### src/rtl/psram_cfg_pkg.sv
package psram_cfg_pkg;

  localparam int unsigned CFG_W   = 16;
  localparam int unsigned LAT_LSB = 11;
  localparam int unsigned LAT_W   = 3;

  localparam logic [CFG_W-1:0] BCR_WMASK = 16'hBC30;
  localparam logic [CFG_W-1:0] BCR_RST   = 16'h9C10;
  localparam logic [CFG_W-1:0] RCR_WMASK = 16'h0097;
  localparam logic [CFG_W-1:0] RCR_RST   = 16'h0010;
  localparam logic [CFG_W-1:0] LAT_MASK  = CFG_W'(((1 << LAT_W) - 1) << LAT_LSB);

  typedef enum logic [1:0] {
    TGT_RCR  = 2'd0,
    TGT_BCR  = 2'd1,
    TGT_DID  = 2'd2,
    TGT_NONE = 2'd3
  } cfg_tgt_e;

  function automatic logic lat_reserved(input logic [LAT_W-1:0] code);
    return (code == 3'd0) || (code == 3'd1) || (code == 3'd7);
  endfunction

  function automatic cfg_tgt_e pin_decode(input logic [1:0] sel, input logic is_write);
    cfg_tgt_e t;
    case (sel)
      2'b00:   t = TGT_RCR;
      2'b10:   t = TGT_BCR;
      2'b01:   t = is_write ? TGT_NONE : TGT_DID;
      default: t = TGT_NONE;
    endcase
    return t;
  endfunction

  function automatic cfg_tgt_e data_decode(input logic [CFG_W-1:0] d);
    cfg_tgt_e t;
    case (d)
      16'h0000: t = TGT_RCR;
      16'h0001: t = TGT_BCR;
      16'h0002: t = TGT_DID;
      default:  t = TGT_NONE;
    endcase
    return t;
  endfunction

endpackage

### src/rtl/psram_cfg_unlock.sv
module psram_cfg_unlock
  import psram_cfg_pkg::*;
#(
  parameter int unsigned ADDR_W = 22
) (
  input  logic              clk,
  input  logic              rst_n,
  input  logic              acc,
  input  logic              acc_write,
  input  logic              acc_cre,
  input  logic [ADDR_W-1:0] acc_addr,
  input  logic [CFG_W-1:0]  acc_data,
  output logic              sw_hit,
  output cfg_tgt_e          sw_tgt
);

  typedef enum logic [1:0] {S_IDLE, S_RD1, S_RD2, S_ARM} seq_e;

  seq_e     state_q, state_d;
  cfg_tgt_e tgt_q, tgt_d;
  logic     is_max;
  logic     plain_rd, plain_wr;
  cfg_tgt_e sel_tgt;

  assign is_max   = &acc_addr;
  assign plain_rd = is_max && !acc_cre && !acc_write;
  assign plain_wr = is_max && !acc_cre && acc_write;
  assign sel_tgt  = data_decode(acc_data);

  assign sw_hit = acc && (state_q == S_ARM) && is_max && !acc_cre;
  assign sw_tgt = tgt_q;

  always_comb begin
    state_d = state_q;
    tgt_d   = tgt_q;
    if (acc) begin
      state_d = S_IDLE;
      case (state_q)
        S_IDLE: if (plain_rd) state_d = S_RD1;
        S_RD1:  if (plain_rd) state_d = S_RD2;
        S_RD2: begin
          if (plain_wr && (sel_tgt != TGT_NONE)) begin
            state_d = S_ARM;
            tgt_d   = sel_tgt;
          end
        end
        default: state_d = S_IDLE;
      endcase
    end
  end

  always_ff @(posedge clk or negedge rst_n) begin
    if (!rst_n) begin
      state_q <= S_IDLE;
      tgt_q   <= TGT_NONE;
    end else begin
      state_q <= state_d;
      tgt_q   <= tgt_d;
    end
  end

endmodule

### src/rtl/psram_cfg_field_reg.sv
module psram_cfg_field_reg
  import psram_cfg_pkg::*;
#(
  parameter logic [CFG_W-1:0] WMASK = 16'hFFFF,
  parameter logic [CFG_W-1:0] RST   = 16'h0000
) (
  input  logic             clk,
  input  logic             rst_n,
  input  logic             we,
  input  logic [CFG_W-1:0] d,
  input  logic [CFG_W-1:0] keep,
  output logic [CFG_W-1:0] q
);

  logic [CFG_W-1:0] upd;
  assign upd = WMASK & ~keep;

  always_ff @(posedge clk or negedge rst_n) begin
    if (!rst_n) q <= RST & WMASK;
    else if (we) q <= (q & ~upd) | (d & upd);
  end

endmodule

### src/rtl/psram_cfg_regs.sv
module psram_cfg_regs
  import psram_cfg_pkg::*;
(
  input  logic             clk,
  input  logic             rst_n,
  input  logic             wr_en,
  input  cfg_tgt_e         wr_tgt,
  input  logic [CFG_W-1:0] wr_data,
  output logic [CFG_W-1:0] bcr_q,
  output logic [CFG_W-1:0] rcr_q
);

  localparam int unsigned NREG = 2;
  localparam logic [NREG-1:0][CFG_W-1:0] REG_MASK = {BCR_WMASK, RCR_WMASK};
  localparam logic [NREG-1:0][CFG_W-1:0] REG_RST  = {BCR_RST, RCR_RST};
  localparam logic [NREG-1:0][1:0]       REG_ID   = {TGT_BCR, TGT_RCR};

  logic [NREG-1:0][CFG_W-1:0] q_all;

  for (genvar g = 0; g < NREG; g++) begin : g_reg
    logic [CFG_W-1:0] keep;
    if (REG_ID[g] == TGT_BCR) begin : g_lat
      assign keep = lat_reserved(wr_data[LAT_LSB +: LAT_W]) ? LAT_MASK : '0;
    end else begin : g_plain
      assign keep = '0;
    end
    psram_cfg_field_reg #(
      .WMASK(REG_MASK[g]),
      .RST  (REG_RST[g])
    ) u_reg (
      .clk  (clk),
      .rst_n(rst_n),
      .we   (wr_en && (wr_tgt == cfg_tgt_e'(REG_ID[g]))),
      .d    (wr_data),
      .keep (keep),
      .q    (q_all[g])
    );
  end

  assign rcr_q = q_all[0];
  assign bcr_q = q_all[1];

endmodule

### src/rtl/psram_cfg_rsp.sv
module psram_cfg_rsp
  import psram_cfg_pkg::*;
(
  input  logic             clk,
  input  logic             rst_n,
  input  logic             rd_en,
  input  logic [CFG_W-1:0] rd_data,
  input  logic             rsp_ready,
  output logic             rsp_valid,
  output logic [CFG_W-1:0] rsp_data,
  output logic             free
);

  assign free = !rsp_valid;

  always_ff @(posedge clk or negedge rst_n) begin
    if (!rst_n) begin
      rsp_valid <= 1'b0;
      rsp_data  <= '0;
    end else if (rd_en) begin
      rsp_valid <= 1'b1;
      rsp_data  <= rd_data;
    end else if (rsp_valid && rsp_ready) begin
      rsp_valid <= 1'b0;
    end
  end

endmodule

### src/rtl/psram_cfg_unit.sv
module psram_cfg_unit
  import psram_cfg_pkg::*;
#(
  parameter int unsigned      ADDR_W  = 22,
  parameter int unsigned      SEL_LSB = 18,
  parameter logic [15:0]      DEV_ID  = 16'h0A41
) (
  input  logic              clk,
  input  logic              rst_n,
  input  logic              req_valid,
  output logic              req_ready,
  input  logic              req_write,
  input  logic              req_cre,
  input  logic [ADDR_W-1:0] req_addr,
  input  logic [15:0]       req_wdata,
  output logic              rsp_valid,
  input  logic              rsp_ready,
  output logic [15:0]       rsp_data,
  output logic [15:0]       bcr_q,
  output logic [15:0]       rcr_q
);

  logic     fire;
  logic     pin_acc;
  cfg_tgt_e pin_tgt;
  logic     sw_hit;
  cfg_tgt_e sw_tgt;
  cfg_tgt_e tgt;
  logic     reg_acc;
  logic     wr_en, rd_en;
  logic [CFG_W-1:0] rd_mux;
  logic     free;

  assign fire    = req_valid && req_ready;
  assign pin_acc = fire && req_cre;
  assign pin_tgt = pin_decode(req_addr[SEL_LSB +: 2], req_write);

  psram_cfg_unlock #(.ADDR_W(ADDR_W)) u_unlock (
    .clk      (clk),
    .rst_n    (rst_n),
    .acc      (fire),
    .acc_write(req_write),
    .acc_cre  (req_cre),
    .acc_addr (req_addr),
    .acc_data (req_wdata),
    .sw_hit   (sw_hit),
    .sw_tgt   (sw_tgt)
  );

  assign tgt     = pin_acc ? pin_tgt : sw_tgt;
  assign reg_acc = pin_acc || sw_hit;
  assign wr_en   = reg_acc && req_write;
  assign rd_en   = reg_acc && !req_write;

  psram_cfg_regs u_regs (
    .clk    (clk),
    .rst_n  (rst_n),
    .wr_en  (wr_en),
    .wr_tgt (tgt),
    .wr_data(req_wdata),
    .bcr_q  (bcr_q),
    .rcr_q  (rcr_q)
  );

  always_comb begin
    case (tgt)
      TGT_RCR: rd_mux = rcr_q;
      TGT_BCR: rd_mux = bcr_q;
      TGT_DID: rd_mux = DEV_ID;
      default: rd_mux = '0;
    endcase
  end

  psram_cfg_rsp u_rsp (
    .clk      (clk),
    .rst_n    (rst_n),
    .rd_en    (rd_en),
    .rd_data  (rd_mux),
    .rsp_ready(rsp_ready),
    .rsp_valid(rsp_valid),
    .rsp_data (rsp_data),
    .free     (free)
  );

  assign req_ready = free;

endmodule

### config.mk
export PLATFORM = sky130hd
export DESIGN_NAME = psram_cfg_unit
export DESIGN_NICKNAME = d
export VERILOG_FILES = /design/src/rtl/psram_cfg_pkg.sv /design/src/rtl/psram_cfg_unlock.sv /design/src/rtl/psram_cfg_field_reg.sv /design/src/rtl/psram_cfg_regs.sv /design/src/rtl/psram_cfg_rsp.sv /design/src/rtl/psram_cfg_unit.sv
export SDC_FILE = /design/constraint.sdc
export NUM_CORES = 1
export LEC_CHECK = 0
export CAP_MARGIN = 20
export CORE_UTILIZATION = 40
export CTS_CLUSTER_DIAMETER = 50
export DETAILED_ROUTE_END_ITERATION = 6
export PLACE_DENSITY = 0.86
export SYNTH_ARGS = -nofsm -noshare
export SYNTH_HDL_FRONTEND = slang
export SYNTH_HIERARCHICAL = 1
export SYNTH_SLANG_ARGS = --single-unit
### constraint.sdc
create_clock -name clk -period 2.8 [get_ports clk]
set_clock_uncertainty 0.15 [all_clocks]
set_input_delay 0.28 -clock clk [delete_from_list [all_inputs] [get_ports clk]]
set_output_delay 0.28 -clock clk [all_outputs]
set_load 0.02 [all_outputs]
==> impl_metrics.csv, run 1 <==
group,metric,value,unit
cts,tritoncts,"yes",
global_routing,overflow,0,
placed_design,place_congestion,0.762,
worst_setup_path,worst-path-max-fanout,5,
pwr,p_per_area,564,nW/µm²
logic_synthesis,ys_types,46,
logic_synthesis,synth_top_area_share,26.4,%
timing,maxSlewViolCount,0,
pwr,ir_worst_vdd,285,µV
cells_and_area,final_cell_mix,"clkdlybuf4s50_1 (72), conb_1 (29), o211ai_1 (28), dfrtp_1 (25), mux2_4 (21)",
cts,cts_resized,0,
cts,worstSkewPairLatency,280,ps
floorplan,fp.dieW,78.9,µm
cells_and_area,drive_gt1_share,21.3,%
cells_and_area,syn_to_final_growth,35.0,%
route,drtIter0Drc,79,
job,cap_violations,0,
worst_setup_path,path_class,"input port to flip-flop",
logic_synthesis,synth-seq-cells,33,
logic_synthesis,ys.flop_type,"dfrtp_1",
timing,fmax,392,MHz
route,firstDrtPassIters,4,
timing,maxSlewHeadroom,50.3,%
pwr,leakagePower,0.00129,µW
worst_hold_path,hold_depth,1,
logic_synthesis,synth_cells,208,
global_routing,grt_use_total,19.8,%
cells_and_area,final_common_cell,"clkdlybuf4s50_1",
timing,rsz0062_at_grt,"no",
timing,setup_tns,0,ps
cells_and_area,n_fill_cell,503,
cells_and_area,multi_input_area,1370,µm²
global_routing,grt_max_degree,34,
cts,cts_root_buffer,"clkbuf_8",
floorplan,die_height,78.9,µm
cells_and_area,fin_cells,363,
timing,hold_viol,0,
worst_setup_path,reg2reg_slack,440,ps
logic_synthesis,seq_area_frac_synth,35.3,%
timing,setup_viol,0,
cells_and_area,nets,334,
worst_setup_path,cp_slowest_cell,"clkdlybuf4s50_1",
logic_synthesis,ys.warnings.count,6,
global_routing,grt_pass1_wl,9430,µm
route,wl,5740,µm
floorplan,row_count,27,
cells_and_area,utilization,56.9,%
placed_design,dp.cells,354,
timing,period_share,91.1,%
worst_hold_path,worstHoldEndpoint,"u_rsp/rsp_data[8]",
floorplan,io-pin-count,94,
worst_setup_path,reg2reg_from,"u_rsp/rsp_valid",
worst_setup_path,cp_data_arrival_time,2570,ps
logic_synthesis,async_flop_share,100,%
global_routing,grt_pass1_vias,1920,
worst_setup_path,path_buf_inv,1,
cells_and_area,ff_latch_area,836,µm²
route,routedWlPerCell,15.8,µm
placed_design,hpwl,4410,µm
logic_synthesis,synth_edf_count,0,
logic_synthesis,synth_area_leaders,"dfrtp_1 (26%), mux2_4 (13%), dfstp_2 (8.9%), o211ai_1 (8.9%), mux2i_1 (6.8%)",
worst_setup_path,critical_path_required,2820,ps
worst_setup_path,worstSetupEndpointType,"flip-flop",
cts,cts_buffer_depth,2,
floorplan,fp.coreArea,5610,µm²
route,routed_via_density,5.18,
worst_setup_path,cp_top_family,"simple AND/OR/NAND/NOR gates",
timing,min_period,2550,ps
cts,path_clk_slew,70,ps
cells_and_area,fin_area,3190,µm²
timing,worst_slew_pin_slew,746,ps
cells_and_area,insertedDiodeCount,0,
worst_hold_path,hold_class,"flip-flop to flip-flop",
route,drcViolationCount,0,
global_routing,antenna_found_initial,0,
worst_hold_path,worstHoldStart,"u_rsp/rsp_data[8]",
floorplan,dieArea,6230,µm²
route,vias,1882,
placed_design,place_area,3100,µm²
worst_setup_path,crit_top_cell,"nor2_1",
worst_setup_path,crit_chain,"clkdlybuf4s50_1, nand4b_1, nor4_4, nand2_1, nor2_1, nor2_1, nor2b_1, nor3b_2, nor2b_4, mux2_4",
run_status,status,"finished, final reports clean",
cts,cts_buffers,5,
worst_setup_path,r2r_cells,9,
logic_synthesis,avgSynthCellArea,11.4,µm²
logic_synthesis,netlist_area,2370,µm²
cts,cts_sinks,33,
route,detail-route-antenna-nets,0,
placed_design,io_buffer_count,73,
worst_setup_path,cp-start-kind,"input port",
logic_synthesis,yosys.area.top_type,"dfrtp_1",
cts,ctsHtreeMaxLevel,2,
floorplan,start_util,42.2,%
worst_setup_path,cpPeakStageDelay,410,ps
## worst register-to-register path, delay by kind of cell (launching register included)
kind          cells  cell delay (ps)
simple gates      7             1240
flops             1              380
mux               1              300
buf+inv           1              180
## area by class of cell
cell class	instances	share of cell area, %
timing repair buffer	82	25.3
clock buffer	8	2.51
multi-input combinational	165	42.8
tap	72	2.82
inverter	3	0.353
sequential	33	26.2
## routing by layer
| metal | share of wire, % | track usage, % | vias up |
|---|---|---|---|
| li1 | - | - | 900 |
| met1 | 45 | 25.4 | 914 |
| met2 | 50 | 33.3 | 64 |
| met3 | 4.3 | 4.71 | 4 |
| met4 | 0.44 | 5.09 | 0 |
| met5 | 0 | 0 | - |
## timing repair
item | CTS | global route
hold endpoints to repair | 25 | 0
hold buffers | 1 | 0
buffers inserted | 0 | 0
## stage by stage
stage / setup slack (ps) / hold WS (ps) / total power, µW
after floorplan: 382 / -166 / 1130
after global placement: 77.0 / 226 / 1450
after detailed placement: -27.5 / 234 / 1470
after CTS: 258 / 366 / 1810
after global routing: 42.5 / 380 / 1900
final: 249 / 360 / 1800
## power by group
group	switching [µW]	internal (µW)	leakage, µW
combinational	349	429	0.000853
clock	159	176	0.0000395
sequential	83.0	604	0.000396
## worst max-delay path by stage
stage                     from  cells past startpoint         to  slack [ps]
6_report               req_cre                     10  flip-flop         250
5_1_grt                req_cre                     10  flip-flop          40
4_1_cts                req_cre                     10  flip-flop         260
3_5_place_dp           req_cre                     10  flip-flop         -30
3_3_place_gp           req_cre                     10  flip-flop          80
2_1_floorplan  u_rsp/rsp_valid                      8  flip-flop         380
## synthesized netlist by cell type (2+ instances only)
cell and instances:
nor2_1 5, a21oi_1 3, nor3_1 3, mux2i_1 16
dfrtp_1 25, nand3_1 5, conb_1 3, buf_2 4
inv_1 2, nor2b_4 5, nand4_1 6, buf_12 2
a211oi_1 4, mux2_2 7, o2bb2ai_1 2, nand2_1 2
mux2_1 2, mux2_4 21, clkbuf_1 4, buf_4 20
buf_6 2, and2b_1 7, dfstp_2 8, o211ai_1 28
## kinds of logic after synthesis
family                 after synthesis  share of synthesized area [%]
and+or+nand+nor                     47                           15.1
muxes                               46                           24.4
AOI/OAI and AO/OA                   43                           13.6
buffers and inverters               36                           11.1
DFF                                 33                           35.3
other                                3                          0.476
(Power assumes the default switching activity.)
==> run 2, diff against run 1 <==
TNS_END_PERCENT = 50   (was unset)
==> results of run 2 <==
Same layout as run 1: the final DEF is identical, and so are final timing and power.
